<file path="src/rtl/wdk_pkg.sv">
package wdk_pkg;
   localparam int unsigned KEY_W = 16;

   // Byte offsets on the register bus
   localparam int unsigned OFF_CMD = 0;
   localparam int unsigned OFF_CNT = 4;

   // Command keys
   localparam logic [KEY_W-1:0] KEY_HALT = 16'h3877;
   localparam logic [KEY_W-1:0] KEY_RUN  = 16'h4A4B;
   localparam logic [KEY_W-1:0] KEY_ACK  = 16'h7482;
   localparam logic [KEY_W-1:0] KEY_OPEN = 16'hAB00;
   localparam logic [KEY_W-1:0] KEY_SEAL = 16'hAB01;
   localparam logic [KEY_W-1:0] KEY_FULL = 16'hDEAF;

   // One-cycle control strobes from the decoder to the counter
   typedef struct packed {
      logic halt;
      logic run;
      logic ack;
      logic full;
      logic load;
   } wdk_ctl_t;
endpackage

</file>
<file path="src/rtl/wdk_key_decode.sv">
module wdk_key_decode
   import wdk_pkg::*;
#(
   parameter int unsigned ADDR_W = 8,
   parameter int unsigned DATA_W = 32,
   parameter int unsigned VIEW_W = 16
) (
   input  logic              clk,
   input  logic              rst_n,
   input  logic              wr_en,
   input  logic [ADDR_W-1:0] addr,
   input  logic [DATA_W-1:0] wdata,
   output wdk_ctl_t          ctl,
   output logic [VIEW_W-1:0] load_val,
   output logic              unlocked
);
   localparam logic [ADDR_W-1:0] A_CMD = ADDR_W'(OFF_CMD);
   localparam logic [ADDR_W-1:0] A_CNT = ADDR_W'(OFF_CNT);

   logic             is_cmd;
   logic [KEY_W-1:0] key;

   always_comb begin
      key    = wdata[KEY_W-1:0];
      is_cmd = wr_en && (addr == A_CMD) && (wdata[DATA_W-1:KEY_W] == '0);
      ctl.halt = is_cmd && (key == KEY_HALT);
      ctl.run  = is_cmd && (key == KEY_RUN);
      ctl.ack  = is_cmd && (key == KEY_ACK);
      ctl.full = is_cmd && (key == KEY_FULL);
      ctl.load = wr_en && (addr == A_CNT) && unlocked;
      load_val = wdata[VIEW_W-1:0];
   end

   // Write window: opened and closed only by its two keys
   always_ff @(posedge clk or negedge rst_n) begin
      if (!rst_n) begin
         unlocked <= 1'b0;
      end else if (is_cmd && (key == KEY_OPEN)) begin
         unlocked <= 1'b1;
      end else if (is_cmd && (key == KEY_SEAL)) begin
         unlocked <= 1'b0;
      end
   end
endmodule

</file>
<file path="src/rtl/wdk_down_counter.sv">
module wdk_down_counter
   import wdk_pkg::*;
#(
   parameter int unsigned CNT_W  = 20,
   parameter int unsigned VIEW_W = 16
) (
   input  logic              clk,
   input  logic              rst_n,
   input  logic              tick,
   input  wdk_ctl_t          ctl,
   input  logic [VIEW_W-1:0] load_val,
   output logic [CNT_W-1:0]  cnt,
   output logic              running,
   output logic              irq,
   output logic              rst_req
);
   localparam int unsigned     LOW_W = CNT_W - VIEW_W;
   localparam logic [CNT_W-1:0] ONE  = CNT_W'(1);

   logic [CNT_W-1:0] load_full;
   logic             step;
   logic             expire;

   // Placement of the written field inside the counter
   generate
      if (LOW_W > 0) begin : g_pad
         assign load_full = {load_val, {LOW_W{1'b0}}};
      end else begin : g_flat
         assign load_full = load_val;
      end
   endgenerate

   always_comb begin
      step   = running && tick && (cnt != '0) && !ctl.load && !ctl.full;
      expire = step && (cnt == ONE);
   end

   always_ff @(posedge clk or negedge rst_n) begin
      if (!rst_n) begin
         cnt     <= '1;
         running <= 1'b0;
         irq     <= 1'b0;
         rst_req <= 1'b0;
      end else begin
         if (ctl.load) begin
            cnt <= load_full;
         end else if (ctl.full) begin
            cnt <= '1;
         end else if (step) begin
            cnt <= cnt - ONE;
         end

         if (ctl.halt) begin
            running <= 1'b0;
         end else if (ctl.run) begin
            running <= 1'b1;
         end

         if (expire) begin
            irq <= 1'b1;
         end else if (ctl.ack) begin
            irq <= 1'b0;
         end

         rst_req <= expire;
      end
   end
endmodule

</file>
<file path="src/rtl/wdk_read_port.sv">
module wdk_read_port
   import wdk_pkg::*;
#(
   parameter int unsigned ADDR_W = 8,
   parameter int unsigned DATA_W = 32,
   parameter int unsigned VIEW_W = 16
) (
   input  logic              rd_en,
   input  logic [ADDR_W-1:0] addr,
   input  logic [VIEW_W-1:0] view,
   output logic [DATA_W-1:0] rdata
);
   localparam logic [ADDR_W-1:0] A_CNT = ADDR_W'(OFF_CNT);

   always_comb begin
      if (rd_en && (addr == A_CNT)) begin
         rdata = DATA_W'(view);
      end else begin
         rdata = '0;
      end
   end
endmodule

</file>
<file path="src/rtl/keyed_watchdog.sv">
module keyed_watchdog
   import wdk_pkg::*;
#(
   parameter int unsigned ADDR_W = 8,
   parameter int unsigned DATA_W = 32,
   parameter int unsigned CNT_W  = 20,
   parameter int unsigned VIEW_W = 16
) (
   input  logic              clk,
   input  logic              rst_n,
   input  logic              tick,
   input  logic              wr_en,
   input  logic              rd_en,
   input  logic [ADDR_W-1:0] addr,
   input  logic [DATA_W-1:0] wdata,
   output logic [DATA_W-1:0] rdata,
   output logic              irq,
   output logic              rst_req
);
   localparam int unsigned LOW_W = CNT_W - VIEW_W;

   generate
      if (VIEW_W > CNT_W) begin : g_bad_view
         $error("VIEW_W must not exceed CNT_W");
      end
      if (DATA_W < KEY_W || VIEW_W > DATA_W) begin : g_bad_data
         $error("DATA_W must hold a key and the counter view");
      end
      if (ADDR_W < 3) begin : g_bad_addr
         $error("ADDR_W too narrow for the register offsets");
      end
   endgenerate

   wdk_ctl_t          ctl;
   logic [VIEW_W-1:0] load_val;
   logic              unlocked;
   logic [CNT_W-1:0]  cnt;
   logic              running;

   wdk_key_decode #(.ADDR_W(ADDR_W), .DATA_W(DATA_W), .VIEW_W(VIEW_W)) u_dec (
      .clk      (clk),
      .rst_n    (rst_n),
      .wr_en    (wr_en),
      .addr     (addr),
      .wdata    (wdata),
      .ctl      (ctl),
      .load_val (load_val),
      .unlocked (unlocked)
   );

   wdk_down_counter #(.CNT_W(CNT_W), .VIEW_W(VIEW_W)) u_cnt (
      .clk      (clk),
      .rst_n    (rst_n),
      .tick     (tick),
      .ctl      (ctl),
      .load_val (load_val),
      .cnt      (cnt),
      .running  (running),
      .irq      (irq),
      .rst_req  (rst_req)
   );

   wdk_read_port #(.ADDR_W(ADDR_W), .DATA_W(DATA_W), .VIEW_W(VIEW_W)) u_rd (
      .rd_en (rd_en),
      .addr  (addr),
      .view  (cnt[CNT_W-1:LOW_W]),
      .rdata (rdata)
   );
endmodule

</file>
<file path="config.mk">
export PLATFORM = sky130hd
export DESIGN_NAME = keyed_watchdog
export DESIGN_NICKNAME = d
export VERILOG_FILES = /design/src/rtl/wdk_pkg.sv /design/src/rtl/wdk_key_decode.sv /design/src/rtl/wdk_down_counter.sv /design/src/rtl/wdk_read_port.sv /design/src/rtl/keyed_watchdog.sv
export SDC_FILE = /design/constraint.sdc
export NUM_CORES = 1
export LEC_CHECK = 0
export ABC_AREA = 1
export BUFFER_PORTS_ARGS = -buffer_cell sky130_fd_sc_hd__buf_4
export CORE_ASPECT_RATIO = 0.9
export CORE_MARGIN = 2
export CORE_UTILIZATION = 56
export CTS_BUF_LIST = sky130_fd_sc_hd__clkbuf_8 sky130_fd_sc_hd__clkbuf_16
export CTS_CLUSTER_SIZE = 14
export DETAILED_ROUTE_END_ITERATION = 8
export PLACE_DENSITY = 0.87
export SYNTH_ARGS = -nofsm -noshare
export SYNTH_HDL_FRONTEND = slang
export SYNTH_SLANG_ARGS = --single-unit
</file>
<file path="constraint.sdc">
create_clock -name clk -period 3.7 [get_ports clk]
set_input_delay 0.37 -clock clk [delete_from_list [all_inputs] [get_ports clk]]
set_output_delay 0.37 -clock clk [all_outputs]
set_load 0.005 [all_outputs]
</file>
==> summary.md, run 1 <==
| Metric | Value |
|---|---|
| Status | completed |
| Setup_tns | 0 ns |
| Sequential element share of the synthesized area | 0.255 |
| Die Span X | 73.7 um |
| Congestion Overflow GR | 0 |
| DP Cell Count | 524 |
| Leakage | around 0.0016 uW |
| First-pass GRT wire length | 11100 um |
| Min-Delay Path Class | input pin to flip-flop |
| Startpoint Class | input pin |
| Initial DRT Pass Iterations | 5 |
| Cts bufs inserted | 3 |
| Clock tree root driver cell | clkbuf_8 |
| Worst-margin pin slew | 0.868 ns |
| Fin crit share | 0.539 |
| Max VDD drop | 0.113 mV |
| Largest net degree at the start of global routing | 25 |
| Area Growth Syn to Fin | 20.2% |
| Inserted Diodes | 0 |
| Slowest-stage cell, CP | nand2_1 |
| Non-Filler Instances | 529 |
| Io pins | 79 |
| Post-Syn Area | 2450 um2 |
| Min Tclk post-route | 1.99 ns |
| CORE AREA | a little over 4000 um2 |
| Post-synthesis cell type count | 29 |
| Number of max-cap violations | 0 |
| Worst path required time | 3.33 ns |
| TritonCTS clock tree | done |
| Num rows | 22 |
| Cells after synthesis | 422 |
| Final net count | between 500 and 600 |
| Slew HR | 0.419 |
| Final hold viol count | 0 |
| CP max stage delay | 0.37 ns |
| Register area | 626 um2 |
| GRT Overall Usage | 0.290 |
| Die ar. | 4920 um2 |
| WS Path Type | input pin to primary output |
| WL/cell | between 10 and 15 um |
| Cell Chain, Critical Path | buf_4 -> nor2_1 -> nand3_1 -> nor2_2 -> nand2_1 -> nor2_1 -> buf_4 |
| Slew Limit Fails | 0 |
| First-iteration detailed-routing DRC count | ~360 |
| Mean Syn Cell Area | 5.81 um2 |
| PortBufs | 62 |
| Vias in the first global route | between 2000 and 2500 |
| Post-CTS sizing | 0 |
| Final WL | 6860 um |
| DRC | 0 |
| Arrival time worst endpoint | around 1.6 ns |
| Power Density | ~200 nW/um2 |
| DP HPWL | 5410 um |
| # H-tree levels | 1 |
| Clock Tree Buf Depth | 2 |
| Clock skew | 0.0134 ns |
| CTS clk-pin slew, worst paths | 0.08 ns |
| Final setup vio count | 0 |
| Util after Layout | 0.714 |
| Initial antenna violation count | 0 |
| Fill cells | a little under 400 |
| DR vias | 2791 |
| Area of the multi-input gates | ~1500 um2 |
| Die H | 66.8 um |
| Setup crit end kind | primary output |
| Number of synthesized register bits | 24 |
| Worst Path Max Fanout | 16 |
| Clk sinks | 24 |
| Fmax | 502 MHz |
| Post-route antenna net violation count | 0 |
| Routability cong. | 0.983 |
| Vias per std cell | 5.28 |
| RSZ-0062 raised after global routing | false |
| Clk_lat worst skew | 0.28 ns |
| Synthesis Warnings | 0 |
| Starting Density | 0.594 |
| Share of cells above drive strength 1 | 0.208 |
synthesized netlist by cell type (all sizes together):
library cell | n | share of area
xor2 | 6 | 0.021
nor4 | 2 | 0.0051
nand2 | 128 | 0.20
o31ai | 1 | 0.0031
or2 | 4 | 0.010
dfrtp | 4 | 0.041
and2 | 1 | 0.0026
nor3b | 1 | 0.0031
nor3 | 6 | 0.012
nand3 | 62 | 0.14
o21ai | 5 | 0.010
dfstp | 20 | 0.21
clkbuf | 2 | 0.0031
conb | 1 | 0.0015
nor2 | 84 | 0.13
ha | 3 | 0.015
nand3b | 2 | 0.0061
nand4 | 12 | 0.031
inv | 57 | 0.088
buf | 21 | 0.065
final cells by class:
class | instances | share of cell area
clock buffer | 3 | 0.0140
multi-input combinational | 333 | 0.508
clock inverter | 1 | 0.0102
timing repair buffer | 63 | 0.161
sequential | 24 | 0.212
tap | 48 | 0.0204
inverter | 57 | 0.0735
power by group:
| group | switching [uW] | internal [uW] |
|---|---|---|
| registers | 0.00000000765 | 263 |
| clock network | 91.8 | 145 |
| logic | 43.2 | 38.7 |
| total | 135 | 447 |
layer usage:
layer,global-route usage,part of all wire,vias to the layer above
met2,0.481,0.46,129
met5,0,0,-
li1,-,-,1409
met1,0.394,0.46,1239
met3,0.0454,0.064,14
met4,0.0682,0.014,0
kinds of logic (layout without fill, tap and decap cells):
kind of cell	count (synthesis)	in the layout	synth area share
buffers and inverters	80	124	0.157
adders and majority gates	3	3	0.0153
AOI/OAI and AO/OA	6	6	0.0133
and+or+nand+nor	302	302	0.536
xor gates and xnor gates	6	6	0.0214
DFF	24	24	0.255
other	1	16	0.00153
state kept, by name, summed over array words and instances, names as in the netlist:
| register | count |
|---|---|
| u_cnt.rst_req | 1 |
| u_cnt.running | 1 |
| u_dec.unlocked | 1 |
| u_cnt.cnt | 20 |
| u_cnt.irq | 1 |
metrics by stage:
step / worst slack, ns / instance area (um2) / total power [uW] / hold WS (ns)
floorplan: 2.12 / 2510 / 305 / 0.0744
detailed placement: 1.62 / 2870 / 347 / 0.287
CTS: 1.69 / 2950 / 585 / 0.412
finish: 1.71 / 2950 / 582 / 0.415
global placement: 1.68 / 2870 / 348 / 0.285
global route: 1.55 / 2950 / 603 / 0.459
timing repair:
item | in CTS | in global routing
buffers inserted | 0 | 0
hold endpoints to repair | 4 | 0
hold buffers | 1 | 0
layout by cell type, fill, tap and decap left out, types with 3 or more instances in the layout:
master / n
buf_4: 62
clkbuf_8: 3
conb_1: 16
dfrtp_1: 4
dfstp_2: 20
ha_1: 3
inv_1: 54
nand2_1: 127
nand3_1: 59
nand4_1: 12
nor2_1: 81
nor3_1: 6
o21ai_0: 5
or2_2: 4
xor2_1: 6
critical path: cells and delay by family:
kind / cells / cell delay [ns]
buffers and inverters: 2 / 0.25
and+or+nand+nor: 5 / 1.00
final timing paths:
check	startpoint	slack (ns)	cells past startpoint	endpoint
max	addr[1]	1.71	7	rdata[12]
min	wdata[6]	0.41	4	u_dec.unlocked$_DFFE_PN0P_
max reg2reg	u_cnt.cnt[0]$_DFFE_PN1P_	1.71	9	u_cnt.cnt[10]$_DFFE_PN1P_
min reg2reg	u_cnt.cnt[2]$_DFFE_PN1P_	0.49	2	u_cnt.cnt[2]$_DFFE_PN1P_
max in group asynchronous	rst_n	2.87	2	u_cnt.cnt[5]$_DFFE_PN1P_
min in group asynchronous	rst_n	0.54	2	u_cnt.running$_DFFE_PN0P_
(Power assumes the default switching activity.)
==> inputs of run 2 (changes only) <==
--- a/config.mk
+++ b/config.mk
@@ -9,11 +9,11 @@
 export BUFFER_PORTS_ARGS = -buffer_cell sky130_fd_sc_hd__buf_4
 export CORE_ASPECT_RATIO = 0.9
 export CORE_MARGIN = 2
-export CORE_UTILIZATION = 56
+export CORE_UTILIZATION = 47
 export CTS_BUF_LIST = sky130_fd_sc_hd__clkbuf_8 sky130_fd_sc_hd__clkbuf_16
 export CTS_CLUSTER_SIZE = 14
 export DETAILED_ROUTE_END_ITERATION = 8
-export PLACE_DENSITY = 0.87
+export PLACE_DENSITY = 0.78
 export SYNTH_ARGS = -nofsm -noshare
 export SYNTH_HDL_FRONTEND = slang
 export SYNTH_SLANG_ARGS = --single-unit
==> constraint.sdc (replaced) <==
create_clock -name clk -period 1.6 [get_ports clk]
set_input_delay 0.16 -clock clk [delete_from_list [all_inputs] [get_ports clk]]
set_output_delay 0.16 -clock clk [all_outputs]
set_load 0.005 [all_outputs]
==> run 2 against run 1 <==
Net effect: sequential power increased by 130%; wire length increased by 14%; via count increased by 4.1%; die area increased by 18%; register-to-register slack got worse by 1.7 ns; clock power increased by 87%; final area increased by 12%.
==> summary.md, run 2 (same netlist as run 1, synthesis figures left out) <==
| Metric | Value |
|---|---|
| Clk sinks | 24 (unchanged) |
| Clock Power Share | 0.357 (was 0.407) |
| CORE AREA | 4920 um2 (was 4130 um2) |
| Largest register FFs | 20 (unchanged) |
| Internal power | 919 uW (was 447 uW) |
| Fin crit share | 0.973 |
| Worst Path Max Fanout | 8 (was 16) |
| Inserted Diodes | 0 (unchanged) |
| Final Cell Area | 3300 um2 (was 2950 um2) |
| Min-Delay Path Class | input pin to flip-flop (unchanged) |
| Setup crit end kind | flip-flop (was primary output) |
| Leading cell type in the layout, fill and taps excluded | nand2_1 (unchanged) |
| First-iteration detailed-routing DRC count | 179 (was 361) |
| WL/cell | 13.7 um (was 13.0 um) |
| Vias per std cell | 5.12 (was 5.28) |
| Area Growth Syn to Fin | 34.7% (was 20.2%) |
| Fmax | between 600 and 700 MHz |
| Net Sw Frac | 0.261 (was 0.232) |
| Worst-case reg-to-reg path depth | 10 (was 9) |
| GRT Overall Usage | 0.258 (was 0.290) |
| Worst setup endpoint | u_cnt.cnt[16]$_DFFE_PN1P_ (was rdata[12]) |
| Clk_lat worst skew | 0.28 ns (about the same) |
| DR vias | 2906 (was 2791) |
| DP HPWL | 5860 um (was 5410 um) |
| Die ar. | 5810 um2 (was 4920 um2) |
| Max VDD drop | 0.251 mV (was 0.113 mV) |
| Crit. Startpoint | u_cnt.cnt[1]$_DFFE_PN1P_ (was addr[1]) |
| First-pass GRT wire length | 11700 um (was 11100 um) |
| Initial antenna violation count | 0 (unchanged) |
| Startpoint Class | flip-flop (was input pin) |
| Arrival time worst endpoint | 1.78 ns (was 1.62 ns) |
| Worst path required time | 1.83 ns (was 3.33 ns) |
| Io pins | 79 (unchanged) |
| Power Density | 377 nW/um2 (was 198 nW/um2) |
| FF-to-FF setup slack | 0.04 ns (was 1.71 ns) |
| Post-route antenna net violation count | 0 (unchanged) |
| PnR Total Power | 1240 uW (was 582 uW) |
| Largest net degree at the start of global routing | 25 (unchanged) |
| Num rows | 24 (was 22) |
| Congestion Overflow GR | 0 (unchanged) |
| Origin of the critical flop-to-flop path | u_cnt.cnt[1]$_DFFE_PN1P_ (was u_cnt.cnt[0]$_DFFE_PN1P_) |
| Flop pwr share | 0.490 (was 0.453) |
| Slew Limit Fails | 0 (unchanged) |
| Clock skew | 0.00507 ns (was 0.0134 ns) |
| Most frequent cells in the layout | nand2_1, buf_4, nor2_1 (was nand2_1, nor2_1, buf_4) |
| Leakage | 0.00177 uW (was 0.00161 uW) |
| Starting Density | 0.498 (was 0.594) |
| DRC | 0 (unchanged) |
| WS Path Type | flip-flop to flip-flop (was input pin to primary output) |
| Final WL | 7790 um (was 6860 um) |
| Sw power | 324 uW (was 135 uW) |
| Routability cong. | 0.927 (was 0.983) |
| PortBufs | 62 (unchanged) |
| Power share of the combinational group | 0.153 (was 0.141) |
| Die H | 72.5 um (was 66.8 um) |
| Die Span X | 80.1 um (was 73.7 um) |
| Final WS setup | 0.0434 ns (was 1.71 ns) |
| # H-tree levels | 1 (unchanged) |
| Initial DRT Pass Iterations | 5 (unchanged) |
| Status | completed (unchanged) |
| Cts bufs inserted | 3 (unchanged) |
| Final setup vio count | 0 (unchanged) |
| Share of cells above drive strength 1 | 0.304 (was 0.208) |
| Number of max-cap violations | 0 (unchanged) |
| Clock Tree Buf Depth | 2 (unchanged) |
| Most flop-heavy register | u_cnt.cnt (unchanged) |
| TritonCTS clock tree | done (unchanged) |
| Clock tree root driver cell | clkbuf_8 (unchanged) |
| Vias in the first global route | 2557 (was 2416) |
| Final net count | 552 (was 530) |
| Crit Reg-Reg Endpoint | u_cnt.cnt[16]$_DFFE_PN1P_ (was u_cnt.cnt[10]$_DFFE_PN1P_) |
| Placed inst area | 3010 um2 (was 2870 um2) |
| Worst slack at placement | -0.0471 ns (was 1.62 ns) |
| Min Tclk post-route | 1.56 ns |
| CTS clk-pin slew, worst paths | 0.10 ns (was 0.08 ns) |
| Final hold viol count | 0 (unchanged) |
## run 2: changes by cell type in the layout (fill, tap and decap cells not counted), sizes merged
cell,delta
buf,+20
bufinv,-1
clkbuf,+2
nor2,+1
## run 2: worst min path at each step
stage	endpoint	slack (ns)	start	cells past startpoint
after detailed placement	u_dec.unlocked$_DFFE_PN0P_	0.09	rst_n	1
after floorplan	u_cnt.irq$_DFFE_PN0P_	-0.14	rst_n	0
final	u_dec.unlocked$_DFFE_PN0P_	0.17	wdata[6]	4
after CTS	u_dec.unlocked$_DFFE_PN0P_	0.17	wdata[6]	4
after global placement	u_dec.unlocked$_DFFE_PN0P_	0.08	rst_n	1
after global routing	u_dec.unlocked$_DFFE_PN0P_	0.21	wdata[6]	4
## run 2: layer usage
| layer | vias up | routed length, um | global-route usage |
|---|---|---|---|
| met5 | - | 0 | 0 |
| met3 | 16 | 571 | 0.0398 |
| met2 | 146 | 3630 | 0.431 |
| met4 | 0 | 183 | 0.0621 |
| li1 | 1453 | - | - |
| met1 | 1291 | 3400 | 0.351 |
## run 2: power groups by stage
stage	logic, uW	registers [uW]	clock network, uW
global route	212	609	467
global placement	186	619	0
finish	191	609	444
detailed placement	187	619	0
floorplan	87.4	619	0
CTS	189	609	446
## run 2: what timing repair did
| action | in CTS | in global routing |
|---|---|---|
| cloned | 0 | 2 |
| setup buffers | 0 | 4 |
| hold buffers | 1 | 0 |
| endpoints found under the setup margin | 13 | 20 |
| pin swaps | 0 | 17 |
| resized for setup | 5 | 40 |
| hold endpoints to repair | 4 | 0 |
## run 2: final cells by class
type / count / area (um2)
Clock buffer: 4 / 55.1
Fill cell: 467 / 1620
Inverter: 57 / 224
Multi-Input combinational cell: 334 / 1650
Sequential cell: 24 / 626
Tap cell: 65 / 81.3
Timing Repair Buffer: 84 / 667
## run 2: critical path: stages (launching register included)
cell	delay (ns)
dfstp_2	0.58
inv_4	0.06
ha_4	0.16
inv_2	0.05
nor2_2	0.03
nand3_2	0.05
nand2_2	0.07
nand3_4	0.16
clkbuf_16	0.20
nand3_2	0.07
nand2_1	0.07
## run 2: metrics by stage
step | hold WS [ns] | TNS (ns) | utilization | cells
floorplan | -0.136 | 0 | - | 437
global placement | 0.0818 | 0 | 0.611 | 557
detailed placement | 0.0863 | -0.100 | 0.611 | 557
CTS | 0.173 | 0 | 0.628 | 562
global route | 0.213 | -0.0525 | 0.670 | 568
finish | 0.175 | 0 | 0.670 | 568
